$ cat src/rtl/dbg_trace_pkg.sv
package dbg_trace_pkg;
  typedef enum logic [1:0] {PH_IDLE, PH_CAPTURE, PH_UNLOAD} phase_e;
  localparam logic [1:0] TRIG_WINDOW = 2'd0;
  localparam logic [1:0] TRIG_EVENT  = 2'd1;
endpackage

$ cat src/rtl/dbg_trace_cfg.sv
module dbg_trace_cfg #(
  parameter int NSEG   = 2,
  parameter int CNT_W  = 16,
  parameter int CFG_AW = 4
) (
  input  logic                            clk,
  input  logic                            rst_n,
  input  logic                            idle,
  input  logic                            cfg_we,
  input  logic [CFG_AW-1:0]               cfg_addr,
  input  logic [CNT_W-1:0]                cfg_wdata,
  output logic                            circ_o,
  output logic [1:0]                      trig_sel_o,
  output logic [NSEG-1:0][CNT_W-1:0]      win_lo_o,
  output logic [NSEG-1:0][CNT_W-1:0]      win_hi_o
);
  logic wr_ok;
  assign wr_ok = idle && cfg_we;

  always_ff @(posedge clk or negedge rst_n) begin
    if (!rst_n) begin
      circ_o     <= 1'b0;
      trig_sel_o <= 2'd0;
    end else if (wr_ok && cfg_addr == '0) begin
      circ_o     <= cfg_wdata[0];
      trig_sel_o <= cfg_wdata[2:1];
    end
  end

  for (genvar s = 0; s < NSEG; s++) begin : g_win
    localparam logic [CFG_AW-1:0] LO_ADDR = CFG_AW'(2 + 2 * s);
    localparam logic [CFG_AW-1:0] HI_ADDR = CFG_AW'(3 + 2 * s);
    logic [CNT_W-1:0] lo_q, hi_q;
    always_ff @(posedge clk or negedge rst_n) begin
      if (!rst_n) begin
        lo_q <= '0;
        hi_q <= '0;
      end else if (wr_ok) begin
        if (cfg_addr == LO_ADDR) lo_q <= cfg_wdata;
        if (cfg_addr == HI_ADDR) hi_q <= cfg_wdata;
      end
    end
    assign win_lo_o[s] = lo_q;
    assign win_hi_o[s] = hi_q;
  end

  // settings frozen outside idle
  p_cfg_frozen_r10: assert property (@(posedge clk) disable iff (!rst_n)
    !idle |=> $stable({circ_o, trig_sel_o, win_lo_o, win_hi_o}));
endmodule

$ cat src/rtl/dbg_trace_seg.sv
module dbg_trace_seg
  import dbg_trace_pkg::*;
#(
  parameter int CNT_W  = 16,
  parameter int ROWS   = 8,
  parameter int FILL_W = 4
) (
  input  logic              clk,
  input  logic              rst_n,
  input  logic              clear,
  input  logic              cap_en,
  input  logic              circ,
  input  logic [1:0]        trig_sel,
  input  logic [CNT_W-1:0]  cnt,
  input  logic [CNT_W-1:0]  win_lo,
  input  logic [CNT_W-1:0]  win_hi,
  input  logic              event_i,
  output logic              hit_o,
  output logic              we_o,
  output logic [FILL_W-1:0] fill_o,
  output logic              ovf_o
);
  logic in_win, full, qual;

  assign in_win = (cnt >= win_lo) && (cnt <= win_hi);
  always_comb begin
    unique case (trig_sel)
      TRIG_WINDOW: hit_o = in_win;
      TRIG_EVENT:  hit_o = event_i;
      default:     hit_o = in_win && event_i;
    endcase
  end

  assign full = (fill_o == FILL_W'(ROWS));
  assign qual = cap_en && !circ && hit_o;
  assign we_o = qual && !full;

  always_ff @(posedge clk or negedge rst_n) begin
    if (!rst_n) begin
      fill_o <= '0;
      ovf_o  <= 1'b0;
    end else if (clear) begin
      fill_o <= '0;
      ovf_o  <= 1'b0;
    end else begin
      if (we_o)         fill_o <= fill_o + 1'b1;
      if (qual && full) ovf_o  <= 1'b1;
    end
  end

  // fill never passes the segment size
  p_fill_bound_r4: assert property (@(posedge clk) disable iff (!rst_n)
    fill_o <= FILL_W'(ROWS));
  // overflow only appears after a qualifying cycle on a full segment
  p_ovf_when_full_r4: assert property (@(posedge clk) disable iff (!rst_n)
    $rose(ovf_o) |-> $past(fill_o) == FILL_W'(ROWS));
  // a time-gated write lies inside the window
  p_write_in_window_r3: assert property (@(posedge clk) disable iff (!rst_n)
    (we_o && trig_sel != TRIG_EVENT) |-> (cnt >= win_lo && cnt <= win_hi));
endmodule

$ cat src/rtl/dbg_trace_store.sv
module dbg_trace_store #(
  parameter int NSEG     = 2,
  parameter int LANES    = 2,
  parameter int DATA_W   = 32,
  parameter int TOT_ROWS = 16,
  parameter int TR_W     = 4,
  parameter int LANE_W   = 1
) (
  input  logic                           clk,
  input  logic [NSEG-1:0]                wr_en,
  input  logic [NSEG-1:0][TR_W-1:0]      wr_row,
  input  logic [LANES*DATA_W-1:0]        wdata,
  input  logic [TR_W-1:0]                rd_row,
  input  logic [LANE_W-1:0]              rd_lane,
  output logic [DATA_W-1:0]              rd_word
);
  logic [DATA_W-1:0] mem [TOT_ROWS*LANES];

  always_ff @(posedge clk) begin
    for (int s = 0; s < NSEG; s++) begin
      for (int l = 0; l < LANES; l++) begin
        if (wr_en[s]) mem[{wr_row[s], LANE_W'(l)}] <= wdata[l*DATA_W +: DATA_W];
      end
    end
  end

  assign rd_word = mem[{rd_row, rd_lane}];
endmodule

$ cat src/rtl/dbg_trace_unload.sv
module dbg_trace_unload #(
  parameter int NSEG   = 2,
  parameter int LANES  = 2,
  parameter int DATA_W = 32,
  parameter int ROW_W  = 3,
  parameter int SEG_W  = 1,
  parameter int TR_W   = 4,
  parameter int FILL_W = 4,
  parameter int LANE_W = 1
) (
  input  logic                        clk,
  input  logic                        rst_n,
  input  logic                        go,
  input  logic                        circ,
  input  logic [NSEG-1:0][FILL_W-1:0] fill,
  input  logic [TR_W-1:0]             circ_base,
  input  logic [TR_W:0]               circ_count,
  input  logic [DATA_W-1:0]           rd_word,
  input  logic                        ser_ready_i,
  output logic [TR_W-1:0]             rd_row,
  output logic [LANE_W-1:0]           rd_lane,
  output logic                        ser_valid_o,
  output logic                        ser_data_o,
  output logic                        fin_o
);
  localparam int BIT_W = $clog2(DATA_W);

  logic              active;
  logic [SEG_W-1:0]  seg;
  logic [TR_W:0]     idx;
  logic [LANE_W-1:0] lane;
  logic [BIT_W-1:0]  bitc;
  logic [TR_W:0]     cur_len;
  logic              last_seg, have;
  logic [TR_W-1:0]   ring_row;

  assign cur_len  = circ ? circ_count : (TR_W+1)'(fill[seg]);
  assign last_seg = circ || (seg == SEG_W'(NSEG - 1));
  assign have     = active && (idx < cur_len);
  assign ring_row = circ_base + idx[TR_W-1:0];
  assign rd_row   = circ ? ring_row : {seg, idx[ROW_W-1:0]};
  assign rd_lane  = lane;

  assign ser_valid_o = have;
  assign ser_data_o  = have && rd_word[bitc];

  always_ff @(posedge clk or negedge rst_n) begin
    if (!rst_n) begin
      active <= 1'b0;
      seg    <= '0;
      idx    <= '0;
      lane   <= '0;
      bitc   <= '0;
      fin_o  <= 1'b0;
    end else begin
      fin_o <= 1'b0;
      if (go) begin
        active <= 1'b1;
        seg    <= '0;
        idx    <= '0;
        lane   <= '0;
        bitc   <= '0;
      end else if (active) begin
        if (!have) begin
          if (last_seg) begin
            active <= 1'b0;
            fin_o  <= 1'b1;
          end else begin
            seg <= seg + 1'b1;
            idx <= '0;
          end
        end else if (ser_ready_i) begin
          if (bitc == BIT_W'(DATA_W - 1)) begin
            bitc <= '0;
            if (lane == LANE_W'(LANES - 1)) begin
              lane <= '0;
              idx  <= idx + 1'b1;
            end else begin
              lane <= lane + 1'b1;
            end
          end else begin
            bitc <= bitc + 1'b1;
          end
        end
      end
    end
  end

  // a stalled bit holds value and validity
  p_ser_hold_r9: assert property (@(posedge clk) disable iff (!rst_n)
    (ser_valid_o && !ser_ready_i) |=> (ser_valid_o && $stable(ser_data_o)));
endmodule

$ cat src/rtl/dbg_trace_capture.sv
module dbg_trace_capture
  import dbg_trace_pkg::*;
#(
  parameter int DATA_W = 32,
  parameter int LANES  = 2,
  parameter int NSEG   = 2,
  parameter int DEPTH  = 32,
  parameter int CNT_W  = 16,
  parameter int CFG_AW = 4
) (
  input  logic                    clk,
  input  logic                    rst_n,
  input  logic                    cfg_we,
  input  logic [CFG_AW-1:0]       cfg_addr,
  input  logic [CNT_W-1:0]        cfg_wdata,
  input  logic                    start_i,
  input  logic                    done_i,
  input  logic                    err_i,
  input  logic [LANES*DATA_W-1:0] probe_i,
  input  logic                    event_i,
  output logic                    ser_valid_o,
  input  logic                    ser_ready_i,
  output logic                    ser_data_o,
  output logic                    capturing_o,
  output logic                    unloading_o,
  output logic [NSEG-1:0]         seg_ovf_o
);
  localparam int ROWS     = DEPTH / (NSEG * LANES);
  localparam int ROW_W    = $clog2(ROWS);
  localparam int SEG_W    = $clog2(NSEG);
  localparam int TR_W     = SEG_W + ROW_W;
  localparam int TOT_ROWS = NSEG * ROWS;
  localparam int LANE_W   = $clog2(LANES);
  localparam int FILL_W   = ROW_W + 1;

  phase_e                      phase;
  logic [CNT_W-1:0]            cnt;
  logic                        start_ok, stop, cap_en, fin;
  logic                        circ;
  logic [1:0]                  trig_sel;
  logic [NSEG-1:0][CNT_W-1:0]  win_lo, win_hi;
  logic [NSEG-1:0]             hit, seg_we, wr_en;
  logic [NSEG-1:0][FILL_W-1:0] fill;
  logic [NSEG-1:0][TR_W-1:0]   wr_row;
  logic [TR_W-1:0]             wptr, rd_row, circ_base;
  logic                        wrapped;
  logic [TR_W:0]               circ_count;
  logic [LANE_W-1:0]           rd_lane;
  logic [DATA_W-1:0]           rd_word;

  assign start_ok = start_i && (phase == PH_IDLE);
  assign stop     = (phase == PH_CAPTURE) && (done_i || err_i);
  assign cap_en   = (phase == PH_CAPTURE) && !stop;

  always_ff @(posedge clk or negedge rst_n) begin
    if (!rst_n) phase <= PH_IDLE;
    else begin
      unique case (phase)
        PH_IDLE:    if (start_ok) phase <= PH_CAPTURE;
        PH_CAPTURE: if (stop)     phase <= PH_UNLOAD;
        default:    if (fin)      phase <= PH_IDLE;
      endcase
    end
  end

  always_ff @(posedge clk or negedge rst_n) begin
    if (!rst_n)        cnt <= '0;
    else if (start_ok) cnt <= '0;
    else               cnt <= cnt + 1'b1;
  end

  dbg_trace_cfg #(.NSEG(NSEG), .CNT_W(CNT_W), .CFG_AW(CFG_AW)) u_cfg (
    .clk(clk), .rst_n(rst_n), .idle(phase == PH_IDLE), .cfg_we(cfg_we),
    .cfg_addr(cfg_addr), .cfg_wdata(cfg_wdata), .circ_o(circ),
    .trig_sel_o(trig_sel), .win_lo_o(win_lo), .win_hi_o(win_hi));

  for (genvar s = 0; s < NSEG; s++) begin : g_seg
    dbg_trace_seg #(.CNT_W(CNT_W), .ROWS(ROWS), .FILL_W(FILL_W)) u_seg (
      .clk(clk), .rst_n(rst_n), .clear(start_ok), .cap_en(cap_en), .circ(circ),
      .trig_sel(trig_sel), .cnt(cnt), .win_lo(win_lo[s]), .win_hi(win_hi[s]),
      .event_i(event_i), .hit_o(hit[s]), .we_o(seg_we[s]), .fill_o(fill[s]),
      .ovf_o(seg_ovf_o[s]));
    if (s == 0) begin : g_ring_port
      assign wr_en[s] = circ ? (cap_en && hit[0]) : seg_we[s];
    end else begin : g_plain_port
      assign wr_en[s] = !circ && seg_we[s];
    end
    assign wr_row[s] = circ ? wptr : {SEG_W'(s), fill[s][ROW_W-1:0]};
  end

  always_ff @(posedge clk or negedge rst_n) begin
    if (!rst_n) begin
      wptr    <= '0;
      wrapped <= 1'b0;
    end else if (start_ok) begin
      wptr    <= '0;
      wrapped <= 1'b0;
    end else if (cap_en && circ && hit[0]) begin
      wptr <= wptr + 1'b1;
      if (wptr == TR_W'(TOT_ROWS - 1)) wrapped <= 1'b1;
    end
  end

  assign circ_base  = wrapped ? wptr : '0;
  assign circ_count = wrapped ? (TR_W+1)'(TOT_ROWS) : {1'b0, wptr};

  dbg_trace_store #(.NSEG(NSEG), .LANES(LANES), .DATA_W(DATA_W),
    .TOT_ROWS(TOT_ROWS), .TR_W(TR_W), .LANE_W(LANE_W)) u_store (
    .clk(clk), .wr_en(wr_en), .wr_row(wr_row), .wdata(probe_i),
    .rd_row(rd_row), .rd_lane(rd_lane), .rd_word(rd_word));

  dbg_trace_unload #(.NSEG(NSEG), .LANES(LANES), .DATA_W(DATA_W), .ROW_W(ROW_W),
    .SEG_W(SEG_W), .TR_W(TR_W), .FILL_W(FILL_W), .LANE_W(LANE_W)) u_unload (
    .clk(clk), .rst_n(rst_n), .go(stop), .circ(circ), .fill(fill),
    .circ_base(circ_base), .circ_count(circ_count), .rd_word(rd_word),
    .ser_ready_i(ser_ready_i), .rd_row(rd_row), .rd_lane(rd_lane),
    .ser_valid_o(ser_valid_o), .ser_data_o(ser_data_o), .fin_o(fin));

  assign capturing_o = (phase == PH_CAPTURE);
  assign unloading_o = (phase == PH_UNLOAD);

  // accepted start restarts the counter
  p_cnt_restart_r1: assert property (@(posedge clk) disable iff (!rst_n)
    start_ok |=> (cnt == '0));
  // a stop during capture leads straight to unload
  p_stop_unload_r7: assert property (@(posedge clk) disable iff (!rst_n)
    (capturing_o && (done_i || err_i)) |=> (unloading_o && !capturing_o));
  // no serial traffic outside unload
  p_quiet_serial_r9: assert property (@(posedge clk) disable iff (!rst_n)
    !unloading_o |-> !ser_valid_o);
endmodule

$ cat config.mk
export PLATFORM = sky130hd
export DESIGN_NAME = dbg_trace_capture
export DESIGN_NICKNAME = d
export VERILOG_FILES = /design/src/rtl/dbg_trace_pkg.sv /design/src/rtl/dbg_trace_cfg.sv /design/src/rtl/dbg_trace_seg.sv /design/src/rtl/dbg_trace_store.sv /design/src/rtl/dbg_trace_unload.sv /design/src/rtl/dbg_trace_capture.sv
export SDC_FILE = /design/constraint.sdc
export NUM_CORES = 1
export LEC_CHECK = 0
export BUFFER_PORTS_ARGS = -buffer_cell sky130_fd_sc_hd__buf_2
export CAP_MARGIN = 5
export CORE_UTILIZATION = 55
export CTS_CLUSTER_SIZE = 40
export DETAILED_ROUTE_END_ITERATION = 16
export PLACE_DENSITY_LB_ADDON = 0.1
export SETUP_SLACK_MARGIN = 0.4
export SLEW_MARGIN = 5
export SYNTH_ARGS = -nofsm -noshare
export SYNTH_HDL_FRONTEND = slang
export SYNTH_HIERARCHICAL = 1
export SYNTH_SLANG_ARGS = --single-unit
export TNS_END_PERCENT = 20
$ cat constraint.sdc
create_clock -name clk -period 8.79 [get_ports clk]
set_input_delay 1.758 -clock clk [delete_from_list [all_inputs] [get_ports clk]]
set_output_delay 1.758 -clock clk [all_outputs]
set_load 0.05 [all_outputs]
==> summary.txt <==
status -> completed
layout overhead on the synthesized area -> 11.54%
die height -> 295.9 um
f_max -> 0.1346 GHz
mapped cell area -> 47,520 um2
Synthesized Nets -> 3,126
final number of hold-violating endpoints -> 0
Overflow after GRT -> 0
commonest cells after routing, fill and taps aside -> edfxtp_1, mux2i_1, nand2_1
antenna violations before repair -> 13
Initial Utilization -> 55.63%
Final setup viols -> 0
wire length per cell -> 24.62 um
worst relative slew slack -> 19.21%
# resized after CTS -> 0
period utilization -> 84.50%
largest net degree at the start of global routing -> 109
final worst-path setup slack -> 1.363 ns
DIE AREA -> 87,570 um2
RSZ-0062 raised after global routing -> false
Crit path max-delay family -> multiplexers
worst slew pin tran -> 1.212 ns
Max Transition Viols Final -> 0
most common cell after layout, fill and taps aside -> edfxtp_1
GRT Util Overall -> 24.55%
CP Class -> flip-flop to output port
H-tree Lvls -> 3
Final Critical Period -> 7.427 ns
Clk pwr share -> 37.6%
Crit Path Max Fanout -> 68
YS warnings -> 6
maximum VDD drop -> 0.0002297 V
root buf cell -> clkbuf_16
crit-path cells -> and2_1 -> ha_1 -> inv_1 -> fa_1 -> mux2i_1 -> and2_4 -> buf_12 -> a22o_1 -> nor3_1 -> a31oi_1 -> nand3_1 -> mux4_2 -> mux2i_1 -> mux4_2 -> nor2_1 -> buf_2
clk_skew -> 0.02619 ns
Antenna Violating Nets Remaining -> 0
Reg power frac -> 49.5%
TNS Setup -> 0 ns
WL final -> 106,100 um
Sw Pwr -> 3.132 mW
PD cells -> 235.9 nW/um2
Core Region -> 85,410 um2
Die X -> 295.9 um
Vias -> 26,020
syn_area_per_cell -> 16.09 um2
share of cells above drive strength 1 -> 14.17%
Post-CTS Hold Buffers -> 0
CP Capture Type -> output port
total CTS buffers -> 113
Worst EP arrival -> 5.67 ns
vias in the first global route -> 26,070
CP Launch Type -> flip-flop
Reg clk slew, reported paths -> 0.06 ns
combinational share of power -> 12.9%
Static Leak -> 17.06 nW
crit path buf inv count -> 3
# DRC -> 0
Max Cap Viol -> 0
CP max stage delay -> 0.63 ns
CTS Sinks -> 1,138
min-delay worst type -> flip-flop to flip-flop
hpwl dp -> 55,950 um
I/O pins -> 98
number of DRC markers in iteration 0 -> 1,919
DP Worst Slack -> 2.078 ns
1st-pass router iterations -> 6
Final #Nets -> 3,235
DR vias/cell -> 6.037
Post-Syn Instances -> 2,953
switching power share of the total -> 25.05%
Post-CTS Setup Bufs -> 0
Worst-Skew Late Latency -> 0.70 ns
GP Congestion -> 0.8085
# rows -> 107
fillers -> 6,264
Longest Clk Path Bufs -> 3
first-pass GRT wire length -> 159,600 um
CTS tree -> built
port bufs -> 97
Crit path required time -> 7.03 ns
Power Internal -> 9.372 mW
Crit-path slowest cell -> and2_4
-- tightest hold or removal path, cell delays in order, from the launching register on --
cell and delay (ns):
dfrtp_1 0.34, nand2b_1 0.06, o41ai_1 0.05
-- layout make-up --
class	count	area [um2]	share of cell area [%]
clock buffer	135	2994	5.649
timing repair buffer	140	973.4	1.837
sequential	1138	33610	63.41
multi-input combinational	1574	12950	24.44
inverter	95	356.6	0.6728
tap	1144	1431	2.701
antenna	5	12.51	0.02361
clock inverter	79	675.6	1.275
-- per-layer routing --
metal	wire length (um)	part of all wire [%]	GRT usage, %	vias up
li1	-	-	-	11750
met1	45130	43	33.60	13400
met2	52510	49	40.73	699
met3	5950	5.6	4.107	161
met4	2428	2.3	6.940	12
met5	86	0.081	0	-
-- registers in the layout, summed over array words and instances (netlist names) --
| name | cells |
|---|---|
| u_cfg/circ_o | 1 |
| u_unload/idx | 5 |
| wrapped | 1 |
| u_cfg/g_win.lo_q | 32 |
| g_seg.u_seg/fill_o | 8 |
| u_cfg/g_win.hi_q | 32 |
| u_unload/active | 1 |
| cnt | 16 |
| u_unload/seg | 1 |
| u_unload/bitc | 5 |
| u_unload/rd_lane | 1 |
| phase | 2 |
| u_store/mem | 1024 |
| wptr | 4 |
| u_unload/fin_o | 1 |
| u_cfg/trig_sel_o | 2 |
| g_seg.u_seg/ovf_o | 2 |
-- metrics by stage --
stage | util (%) | instances | area, um2 | hold WS (ns) | power (mW)
final | 62.05 | 4310 | 53000 | 0.4907 | 12.50
after global routing | 62.05 | 4308 | 53000 | 0.5234 | 12.98
after global placement | 57.74 | 4091 | 49320 | 0.4784 | 7.853
after floorplan | - | 2953 | 47520 | 0.4748 | 7.298
after CTS | 62.04 | 4305 | 52990 | 0.4981 | 12.60
after detailed placement | 57.74 | 4091 | 49320 | 0.4852 | 7.911
-- power groups by stage --
stage	Clock, mW	Sequential [mW]	Combinational [mW]
finish	4.70	6.19	1.61
global route	5.01	6.21	1.76
CTS	4.79	6.19	1.61
detailed placement	0	6.30	1.61
global placement	0	6.29	1.56
floorplan	0	6.27	1.03
-- worst paths after layout --
| path | start | slack (ns) | depth (start not counted) | endpoint |
|---|---|---|---|---|
| worst max register to register | cnt[7]$_DFF_PN0_ | 3.43 | 12 | u_store/mem[2][25]$_DFFE_PP_ |
| worst min register to register | g_seg[1].u_seg/ovf_o$_DFFE_PN0P_ | 0.49 | 2 | g_seg[1].u_seg/ovf_o$_DFFE_PN0P_ |
| max in group asynchronous | rst_n | 6.41 | 2 | u_cfg/g_win[0].hi_q[12]$_DFFE_PN0P_ |
| min in group asynchronous | rst_n | 1.12 | 1 | g_seg[0].u_seg/ovf_o$_DFFE_PN0P_ |
| worst min-delay path | g_seg[1].u_seg/ovf_o$_DFFE_PN0P_ | 0.49 | 2 | g_seg[1].u_seg/ovf_o$_DFFE_PN0P_ |
| worst max-delay path | wrapped$_DFFE_PN0P_ | 1.36 | 16 | ser_data_o |
Power figures use the tool's default switching activity.
